File: config.mk
export PLATFORM = sky130hd
export DESIGN_NAME = coh_cluster
export DESIGN_NICKNAME = d
export VERILOG_FILES = /design/src/rtl/coh_pkg.sv /design/src/rtl/coh_rr_arbiter.sv /design/src/rtl/coh_memory.sv /design/src/rtl/coh_cache.sv /design/src/rtl/coh_cluster.sv
export SDC_FILE = /design/constraint.sdc
export NUM_CORES = 2
export LEC_CHECK = 0
export ABC_CLOCK_PERIOD_IN_PS = 12100
export BUFFER_PORTS_ARGS = -buffer_cell sky130_fd_sc_hd__clkbuf_2
export CAP_MARGIN = 15
export CORE_ASPECT_RATIO = 1.25
export CORE_MARGIN = 1
export CORE_UTILIZATION = 35
export CTS_CLUSTER_DIAMETER = 150
export DETAILED_ROUTE_END_ITERATION = 7
export GPL_ROUTABILITY_DRIVEN = 0
export PLACE_DENSITY = 0.61
export SLEW_MARGIN = 25
export SYNTH_ARGS = -nofsm -noshare
export SYNTH_HDL_FRONTEND = slang
export SYNTH_HIERARCHICAL = 1
export SYNTH_SLANG_ARGS = --single-unit
File: constraint.sdc
create_clock -name clk -period 12.1 [get_ports clk]
set_input_delay 3.63 -clock clk [delete_from_list [all_inputs] [get_ports clk]]
set_output_delay 3.63 -clock clk [all_outputs]
set_load 0.005 [all_outputs]
File: src/rtl/coh_pkg.sv
package coh_pkg;
  // Reaction of the non-writing caches to a store seen on the bus
  typedef enum logic {
    SNOOP_INVALIDATE = 1'b0,
    SNOOP_UPDATE     = 1'b1
  } snoop_mode_e;
endpackage

File: src/rtl/coh_rr_arbiter.sv
module coh_rr_arbiter #(
  parameter int N  = 4,
  parameter int IW = 2
) (
  input  logic          clk,
  input  logic          rst_n,
  input  logic [N-1:0]  req,
  output logic [N-1:0]  gnt,
  output logic [IW-1:0] gnt_idx
);
  logic [IW-1:0] last_q;
  logic [IW-1:0] cand;
  logic          found;

  // search starts one past the most recent winner
  always_comb begin
    gnt     = '0;
    gnt_idx = '0;
    found   = 1'b0;
    cand    = '0;
    for (int k = 1; k <= N; k++) begin
      cand = IW'((int'(last_q) + k) % N);
      if (!found && req[cand]) begin
        gnt[cand] = 1'b1;
        gnt_idx   = cand;
        found     = 1'b1;
      end
    end
  end

  always_ff @(posedge clk) begin
    if (!rst_n)      last_q <= IW'(N - 1);
    else if (found)  last_q <= gnt_idx;
  end
endmodule

File: src/rtl/coh_memory.sv
module coh_memory #(
  parameter int AW = 6,
  parameter int DW = 16
) (
  input  logic          clk,
  input  logic          rst_n,
  input  logic          wr_en,
  input  logic [AW-1:0] addr,
  input  logic [DW-1:0] wdata,
  output logic [DW-1:0] rdata
);
  localparam int WORDS = 1 << AW;

  logic [DW-1:0] mem_q [WORDS];

  always_ff @(posedge clk) begin
    if (!rst_n) begin
      for (int w = 0; w < WORDS; w++) mem_q[w] <= '0;
    end else if (wr_en) begin
      mem_q[addr] <= wdata;
    end
  end

  assign rdata = mem_q[addr];
endmodule

File: src/rtl/coh_cache.sv
module coh_cache
  import coh_pkg::*;
#(
  parameter int AW   = 6,
  parameter int DW   = 16,
  parameter int IDXW = 2,
  parameter int SRCW = 2,
  parameter int ID   = 0
) (
  input  logic            clk,
  input  logic            rst_n,
  input  snoop_mode_e     mode,
  // core side
  input  logic            req_valid,
  input  logic            req_write,
  input  logic [AW-1:0]   req_addr,
  input  logic [DW-1:0]   req_wdata,
  output logic            req_ready,
  output logic            rsp_valid,
  output logic [DW-1:0]   rsp_data,
  // bus side
  output logic            bus_req,
  input  logic            bus_gnt,
  input  logic [DW-1:0]   fill_data,
  input  logic            snp_valid,
  input  logic            snp_write,
  input  logic [SRCW-1:0] snp_src,
  input  logic [AW-1:0]   snp_addr,
  input  logic [DW-1:0]   snp_data
);
  localparam int LINES = 1 << IDXW;
  localparam int TW    = AW - IDXW;

  logic [LINES-1:0] vld_q;
  logic [TW-1:0]    tag_q [LINES];
  logic [DW-1:0]    dat_q [LINES];

  logic [IDXW-1:0] r_idx, s_idx;
  logic [TW-1:0]   r_tag, s_tag;
  logic            r_hit, ld_hit, own_op, snp_match, ld_take;

  assign r_idx = req_addr[IDXW-1:0];
  assign r_tag = req_addr[AW-1:IDXW];
  assign s_idx = snp_addr[IDXW-1:0];
  assign s_tag = snp_addr[AW-1:IDXW];

  assign r_hit   = vld_q[r_idx] && (tag_q[r_idx] == r_tag);
  assign ld_hit  = req_valid && !req_write && r_hit;
  assign bus_req = req_valid && !ld_hit;
  assign own_op  = req_valid && bus_gnt;
  assign req_ready = ld_hit || own_op;
  assign ld_take = req_valid && !req_write && req_ready;

  // a store from another core whose address this cache holds
  assign snp_match = snp_valid && snp_write && (snp_src != SRCW'(ID)) &&
                     vld_q[s_idx] && (tag_q[s_idx] == s_tag);

  always_ff @(posedge clk) begin
    if (!rst_n) begin
      vld_q <= '0;
    end else begin
      if (snp_match) begin
        if (mode == SNOOP_UPDATE) dat_q[s_idx] <= snp_data;
        else                      vld_q[s_idx] <= 1'b0;
      end
      if (own_op) begin
        if (req_write) begin
          if (r_hit) dat_q[r_idx] <= req_wdata;   // no allocate on miss
        end else begin
          vld_q[r_idx] <= 1'b1;
          tag_q[r_idx] <= r_tag;
          dat_q[r_idx] <= fill_data;
        end
      end
    end
  end

  always_ff @(posedge clk) begin
    if (!rst_n) rsp_valid <= 1'b0;
    else        rsp_valid <= ld_take;
  end

  always_ff @(posedge clk) begin
    if (ld_take) rsp_data <= ld_hit ? dat_q[r_idx] : fill_data;
  end
endmodule

File: src/rtl/coh_cluster.sv
module coh_cluster
  import coh_pkg::*;
#(
  parameter int NCORES = 4,
  parameter int AW     = 6,
  parameter int DW     = 16,
  parameter int IDXW   = 2
) (
  input  logic                       clk,
  input  logic                       rst_n,
  input  logic                       snoop_mode,
  input  logic [NCORES-1:0]          core_req_valid,
  input  logic [NCORES-1:0]          core_req_write,
  input  logic [NCORES-1:0][AW-1:0]  core_req_addr,
  input  logic [NCORES-1:0][DW-1:0]  core_req_wdata,
  output logic [NCORES-1:0]          core_req_ready,
  output logic [NCORES-1:0]          core_rsp_valid,
  output logic [NCORES-1:0][DW-1:0]  core_rsp_data
);
  localparam int SRCW = (NCORES > 1) ? $clog2(NCORES) : 1;

  logic [NCORES-1:0] bus_req, bus_gnt;
  logic [SRCW-1:0]   bus_src;
  logic              bus_valid, bus_write;
  logic [AW-1:0]     bus_addr;
  logic [DW-1:0]     bus_wdata, mem_rdata;
  snoop_mode_e       mode;

  assign mode = snoop_mode_e'(snoop_mode);

  coh_rr_arbiter #(.N(NCORES), .IW(SRCW)) u_arb (
    .clk     (clk),
    .rst_n   (rst_n),
    .req     (bus_req),
    .gnt     (bus_gnt),
    .gnt_idx (bus_src)
  );

  assign bus_valid = |bus_gnt;
  assign bus_write = core_req_write[bus_src];
  assign bus_addr  = core_req_addr[bus_src];
  assign bus_wdata = core_req_wdata[bus_src];

  coh_memory #(.AW(AW), .DW(DW)) u_mem (
    .clk   (clk),
    .rst_n (rst_n),
    .wr_en (bus_valid && bus_write),
    .addr  (bus_addr),
    .wdata (bus_wdata),
    .rdata (mem_rdata)
  );

  for (genvar c = 0; c < NCORES; c++) begin : g_core
    coh_cache #(
      .AW(AW), .DW(DW), .IDXW(IDXW), .SRCW(SRCW), .ID(c)
    ) u_cache (
      .clk       (clk),
      .rst_n     (rst_n),
      .mode      (mode),
      .req_valid (core_req_valid[c]),
      .req_write (core_req_write[c]),
      .req_addr  (core_req_addr[c]),
      .req_wdata (core_req_wdata[c]),
      .req_ready (core_req_ready[c]),
      .rsp_valid (core_rsp_valid[c]),
      .rsp_data  (core_rsp_data[c]),
      .bus_req   (bus_req[c]),
      .bus_gnt   (bus_gnt[c]),
      .fill_data (mem_rdata),
      .snp_valid (bus_valid),
      .snp_write (bus_write),
      .snp_src   (bus_src),
      .snp_addr  (bus_addr),
      .snp_data  (bus_wdata)
    );
  end
endmodule

Word-level counts from Yosys, hierarchy flattened
Memories as Yosys holds them, arrays and structs flattened. Index checks and enable logic that the tools add are counted.

Logic and storage cells: 299. RAM bits: 1344. Memories: 9. Bits of input ports: 99. Output and inout bits: 72. Flip-flop bits (word level): 86.

Memory list: u_mem.mem_q (depth 64, width 16, read ports 1, clocked after Yosys merged registers in 0, write ports 64, RTL line coh_memory.sv:14) `logic [DW-1:0] mem_q [WORDS];`; g_core[0].u_cache.dat_q (depth 4, width 16, read ports 1, clocked after Yosys merged registers in 0, write ports 1, RTL line coh_cache.sv:36) `logic [DW-1:0] dat_q [LINES];`; g_core[1].u_cache.dat_q (depth 4, width 16, read ports 1, clocked after Yosys merged registers in 0, write ports 1, RTL line coh_cache.sv:36); g_core[2].u_cache.dat_q (depth 4, width 16, read ports 1, clocked after Yosys merged registers in 0, write ports 1, RTL line coh_cache.sv:36); g_core[3].u_cache.dat_q (depth 4, width 16, read ports 1, clocked after Yosys merged registers in 0, write ports 1, RTL line coh_cache.sv:36); g_core[0].u_cache.tag_q (depth 4, width 4, read ports 2, clocked after Yosys merged registers in 0, write ports 1, RTL line coh_cache.sv:35) `logic [TW-1:0] tag_q [LINES];`; 3 more memories.

Bitwise logic cells: 16. Mux-type cells: 156. Reduce and logical (&&, ||, !) cells: 71. Order comparisons: 19. $add $sub $neg: 4. Equality and inequality tests: 11.

Operators with widths (number): $mux 16 (14); $mux 4 (24); $mux 1 (84); $reduce_or 16->1 (5); $logic_and 1x1->1 (49); $bmux 16 s2 (1); $eq 4x4->1 (8); $lt 2x3->1 const B (10); $or 4x4->4 (7); $bmux 1 s2 (13); $demux 1 s2 (9); $ge 2x1->1 const B (9); $and 4x4->4 (4); $mux 2 (8); $bmux 6 s2 (1); $mux 6 (2); $logic_not 1->1 (11); $add 2x1->2 const B (2); $add 2x2->2 const B (2); $logic_or 1x1->1 (4); $ne 2x2->1 const B (2); $not 4->4 (1); $or 1x1->1 (4); $reduce_or 4->1 (1); other kinds (2) (2).

Longest topological paths before layout
Depth after elaboration: 32. Gate-level depth with buffers: 28. Gate-level depth less buffers: 19.

Modules after synthesis
Netlist, hierarchy kept.

By module, submodules not included: coh_memory (cells each 3570, area each 46823.7 um2, times used 1); coh_cache at g_core[2].u_cache (cells each 333, area each 5306.3 um2, times used 1); coh_cache at g_core[3].u_cache (cells each 327, area each 5232.5 um2, times used 1); coh_cache at g_core[0].u_cache (cells each 324, area each 5231.3 um2, times used 1); coh_cache at g_core[1].u_cache (cells each 328, area each 5225.0 um2, times used 1); coh_rr_arbiter (cells each 86, area each 639.4 um2, times used 1); coh_cluster (cells each 30, area each 575.6 um2, times used 1).

Least setup slack after synthesis
No wires, ideal clock.

Kind: in2out. Start: input core_req_addr[6] (netlist bit). End: output core_req_ready[2]. Setup slack: 2.005 ns. Stages: 15. Required time: 8.470 ns. Data arrival time: 6.465 ns. Buffers on the path: 3. Cells stage by stage: buf_6 -> mux4_2 -> xnor2_1 -> nand2_1 -> or4b_4 -> buf_6 -> and2_1 -> buf_2 -> mux2_4 -> o21ai_2 -> o32a_1 -> o21ai_1 -> a221o_1 -> nand2_1 -> nand2_1.

Cells in the longest elaborated chain, start to end: 20. Elaborated cells between the ends (all ways): 34.

Ends and longest elaborated chain: start: declaration (RTL line coh_cluster.sv:14) `input logic [NCORES-1:0][AW-1:0] core_req_addr,`; $mem_v2 4x4 or $bmux 1 s2 (tied branches); $eq 4x4->1 or $mux 1 (tied branches) (RTL line coh_cache.sv:47) `assign r_hit = vld_q[r_idx] && (tag_q[r_idx] == r_tag);`; $logic_and 1x1->1 (*) (RTL line coh_cache.sv:47); $logic_and 1x1->1 (*) (RTL line coh_cache.sv:48) `assign ld_hit = req_valid && !req_write && r_hit;`; $logic_not 1->1 (*) (RTL line coh_cache.sv:49) `assign bus_req = req_valid && !ld_hit;`; $logic_and 1x1->1 (*) (RTL line coh_cache.sv:49); via bus_req[1] (RTL line coh_cluster.sv:22) `logic [NCORES-1:0] bus_req, bus_gnt;`; $bmux 1 s2 (RTL line coh_rr_arbiter.sv:23) `if (!found && req[cand]) begin`; [... 6 more ...]; $logic_and 1x1->1 (RTL line coh_rr_arbiter.sv:23); $mux 1 (RTL line coh_rr_arbiter.sv:23); $logic_not 1->1 (RTL line coh_rr_arbiter.sv:23); $logic_and 1x1->1 (RTL line coh_rr_arbiter.sv:23); $mux 4 (*) (RTL line coh_rr_arbiter.sv:23); via bus_gnt[2] (RTL line coh_cluster.sv:22); $logic_and 1x1->1 (*) (RTL line coh_cache.sv:50) `assign own_op = req_valid && bus_gnt;`; $logic_or 1x1->1 (*) (RTL line coh_cache.sv:51) `assign req_ready = ld_hit || own_op;`; end: declaration (RTL line coh_cluster.sv:16) `output logic [NCORES-1:0] core_req_ready,`.

The timed path passes the listed nets; every way through them passes the cells marked *. The select of a mux whose other input is x is not followed.

Final worst setup path
Start: input core_req_addr[19] (netlist bit). End: output core_req_ready[2].

Same word-level chain as after synthesis.

==> run metrics <==
worst min path class=reg2reg; initial antenna violation count=5; Syn Inst Count=4998; worst slew pin tran=1.16 ns; GRT overflow=0; wire length of the first global-routing pass=318000 microns; Req. time, crit path=8.47 ns; worst path cell trace=clkbuf_2, buf_4, mux4_2, xor2_1, or4b_4, and2_1, nor2b_1, a21oi_1, o31ai_1, a31o_1, a221o_1, nand2_1, nand2_1, clkbuf_2; PD cells=293 nW/um^2; grt met1 use=0.276; remaining antenna violation count=0; port bufs=170; DR vias=44700; mux cell area share after synthesis=0.127; Synthesis Warnings=6; post-place setup slack=0.549 ns; total power=22800 uW; EDFF count, synth=1408; final setup violation count=0; xor/xnor cell area share of the yosys netlist=0.00594; Seq cells post-synth=1430; clock latency on the worst-skew pair=0.79 ns; number of stages on the worst setup path=14; unique cell type count in the Yosys netlist=94; outcome=completed; FFs w/ async S/R, synth=0; post-layout util=0.399; FMAX=90.1 MHz; TritonCTS clock tree=built; Fin. Hold Viols=0; CTS H-tree depth=4; Clk pin slew, worst setup/hold paths=0.06 ns; VDD IR-drop max=0.276 mV; Hold Crit Depth=2; clk root buf=clkbuf_16; Setup Crit Path Kind=in2out; vias per cell=5.75; DR iter-0 viols=5428; WL final=223000 microns; area of the die=199000 sq um; Area Growth Syn to Fin=12.8%; Slew HR=0.223; dominant synthesized flop cell=edfxtp_1; Critical Path End Type=output port; clk sinks=1430; syn_nets=5105; I/O pin count=171; clk buf depth=3; layout cells sized above 1=0.183; max cap viols=0; Area contributors post-synth=edfxtp_1, and2_1, mux2i_1; # resized after CTS=0; cell taking the most area after synthesis=edfxtp_1; Initial Utilization=0.354; Clock Skew=0.0300 ns; RSZ-0062 raised after global routing=false; pin count of the biggest net entering global routing=69; sequential fraction of the synthesis area=0.619; complex-gate fraction of the synthesized area=0.0828; area share of the largest cell type after synthesis=0.612; CTS Hold Bufs=0; startpoint class of the critical path=input port; GR Layer Usage met3=0.0397; GRT Overall Usage=0.220; Final Worst Setup Slack=1.00 ns; Synth Area per Inst=13.8 sq um; number of global-route vias before repair=44300; critical path fanouts, max=25; grt peak-use layer=met2; die span in x=399 microns; nets=5210; Num CTS Buffers=152; Simple-Gate Fraction of Synth Area=0.126; Synth Cell Area=69000 sq um; residual DRC count=0; crit share post-route=0.917; met2 Resource Use GR=0.359; Final Critical Period=11.10 ns; CP max stage cell=or4b_4; WL/cell=28.6 microns; core box area=195000 sq um; Leak=0.0278 uW; Post CTS Setup Buffer Count=0; Slew Limit Fails=0; r2r worst-path depth=19; row count=181; Post-DP HPWL=143000 microns; Worst path top cell family by delay=simple AND/OR/NAND/NOR gates; CP Buf/Inv Count=3; largest family of logic cells by synthesized area=multiplexers; setup TNS=0 ns; Die Height=499 microns; most frequent cells in the layout=edfxtp_1, and2_1, mux2i_1; most common cell after layout, fill and taps aside=edfxtp_1; post-synthesis adder-cell area fraction=0.00145; Worst EP arrival=7.47 ns; slowest stage delay, CP=0.74 ns; TritonRoute pass-1 iters=6
==> Yosys cell counts (10+ instances only) <==
cell      count
o221ai_1     23
nand4_1      12
a221oi_1    196
a21oi_1      94
and3_1       58
mux4_2      122
a211oi_1     13
mux2_1       15
xor2_1       22
nand2_1      67
buf_1        39
a22oi_1     135
o21bai_1     17
nor2_1      217
o22ai_1      45
nor3_1       25
nor2b_1      15
clkbuf_1    283
xnor2_1      23
buf_4        21
buf_2        79
a22o_1       10
o21ai_0     148
o211ai_1     11
mux2_2       58
buf_6        34
dfxtp_1      22
mux2_4       49
and2_1      989
inv_1        77
a221o_1      17
nand3_1      25
mux2i_1     442
edfxtp_1   1408
nand2b_1     19
==> path summary, 6_finish.rpt <==
check,slack [ns],from,end
worst max register to register,4.07,g_core[3].u_cache/tag_q[3][0]$_DFFE_PP_,g_core[1].u_cache/dat_q[0][9]$_DFFE_PP_
worst max-delay path,1.00,core_req_addr[19],core_req_ready[2]
worst min-delay path,0.52,g_core[0].u_cache/vld_q[0]$_SDFF_PN0_,g_core[0].u_cache/vld_q[0]$_SDFF_PN0_
worst min register to register,0.52,g_core[0].u_cache/vld_q[0]$_SDFF_PN0_,g_core[0].u_cache/vld_q[0]$_SDFF_PN0_
==> logic make-up after synthesis <==
kind of cell    count (synthesis)
compound gates                789
xor+xnor                       46
fa+ha+maj                       8
buf+inv                       551
flops                        1430
mux                           687
simple gates                 1487
==> layer usage <==
metal  routed length, microns  vias to the layer above
met1                    85200                    22700
met4                    12700                        4
met2                   106000                     2481
met3                    19100                      508
li1                         -                    19000
met5                       28                        -
==> flip-flops by register name (all words and copies together) (netlist names) <==
signal and cells:
g_core.u_cache/dat_q 256, g_core.u_cache/rsp_data 64, g_core.u_cache/rsp_valid 4, g_core.u_cache/tag_q 64
g_core.u_cache/vld_q 16, u_arb/last_q 2, u_mem/mem_q 1024
==> final cells by class <==
type,instances,area [sq um]
repair buffers,418,2860
clock inverters,78,634
well taps,2562,3210
diodes,4,10.0
clock buffers,195,4140
fillers,18000,117000
inverters,84,318
multi-input cells,3017,24000
flip-flops and latches,1430,42700
==> worst reg2reg max path: stages (launching register included) <==
cell and delay (ns):
edfxtp_1 0.40, mux4_2 0.49, xnor2_1 0.14, nand2_1 0.12, or4b_4 0.71, and2_1 0.39, mux2_4 0.35, nor3_1 0.25
a221oi_2 0.09, o32ai_4 0.36, mux4_4 0.72, buf_4 0.66, mux2_2 0.46, a221oi_1 0.41, a21oi_1 0.12, o21ai_0 0.80
nand4_1 0.39, buf_4 0.33, mux2i_1 0.40, mux2i_1 0.15
==> power by group <==
group          leakage (uW)  switching (uW)  internal, uW
clock network       0.00231            1970          2590
registers            0.0142             108          6200
logic                0.0113            8390          3560
total                0.0278           10500         12400
==> stage by stage <==
stage	cells	hold slack [ns]	area, sq um
floorplan	4998	0.478	69000
global placement	7510	0.498	73000
detailed placement	7511	0.506	73000
CTS	7784	0.515	77800
global route	7785	0.538	77900
finish	7788	0.519	77900
Note: power is estimated with default switching activity, not from simulation.
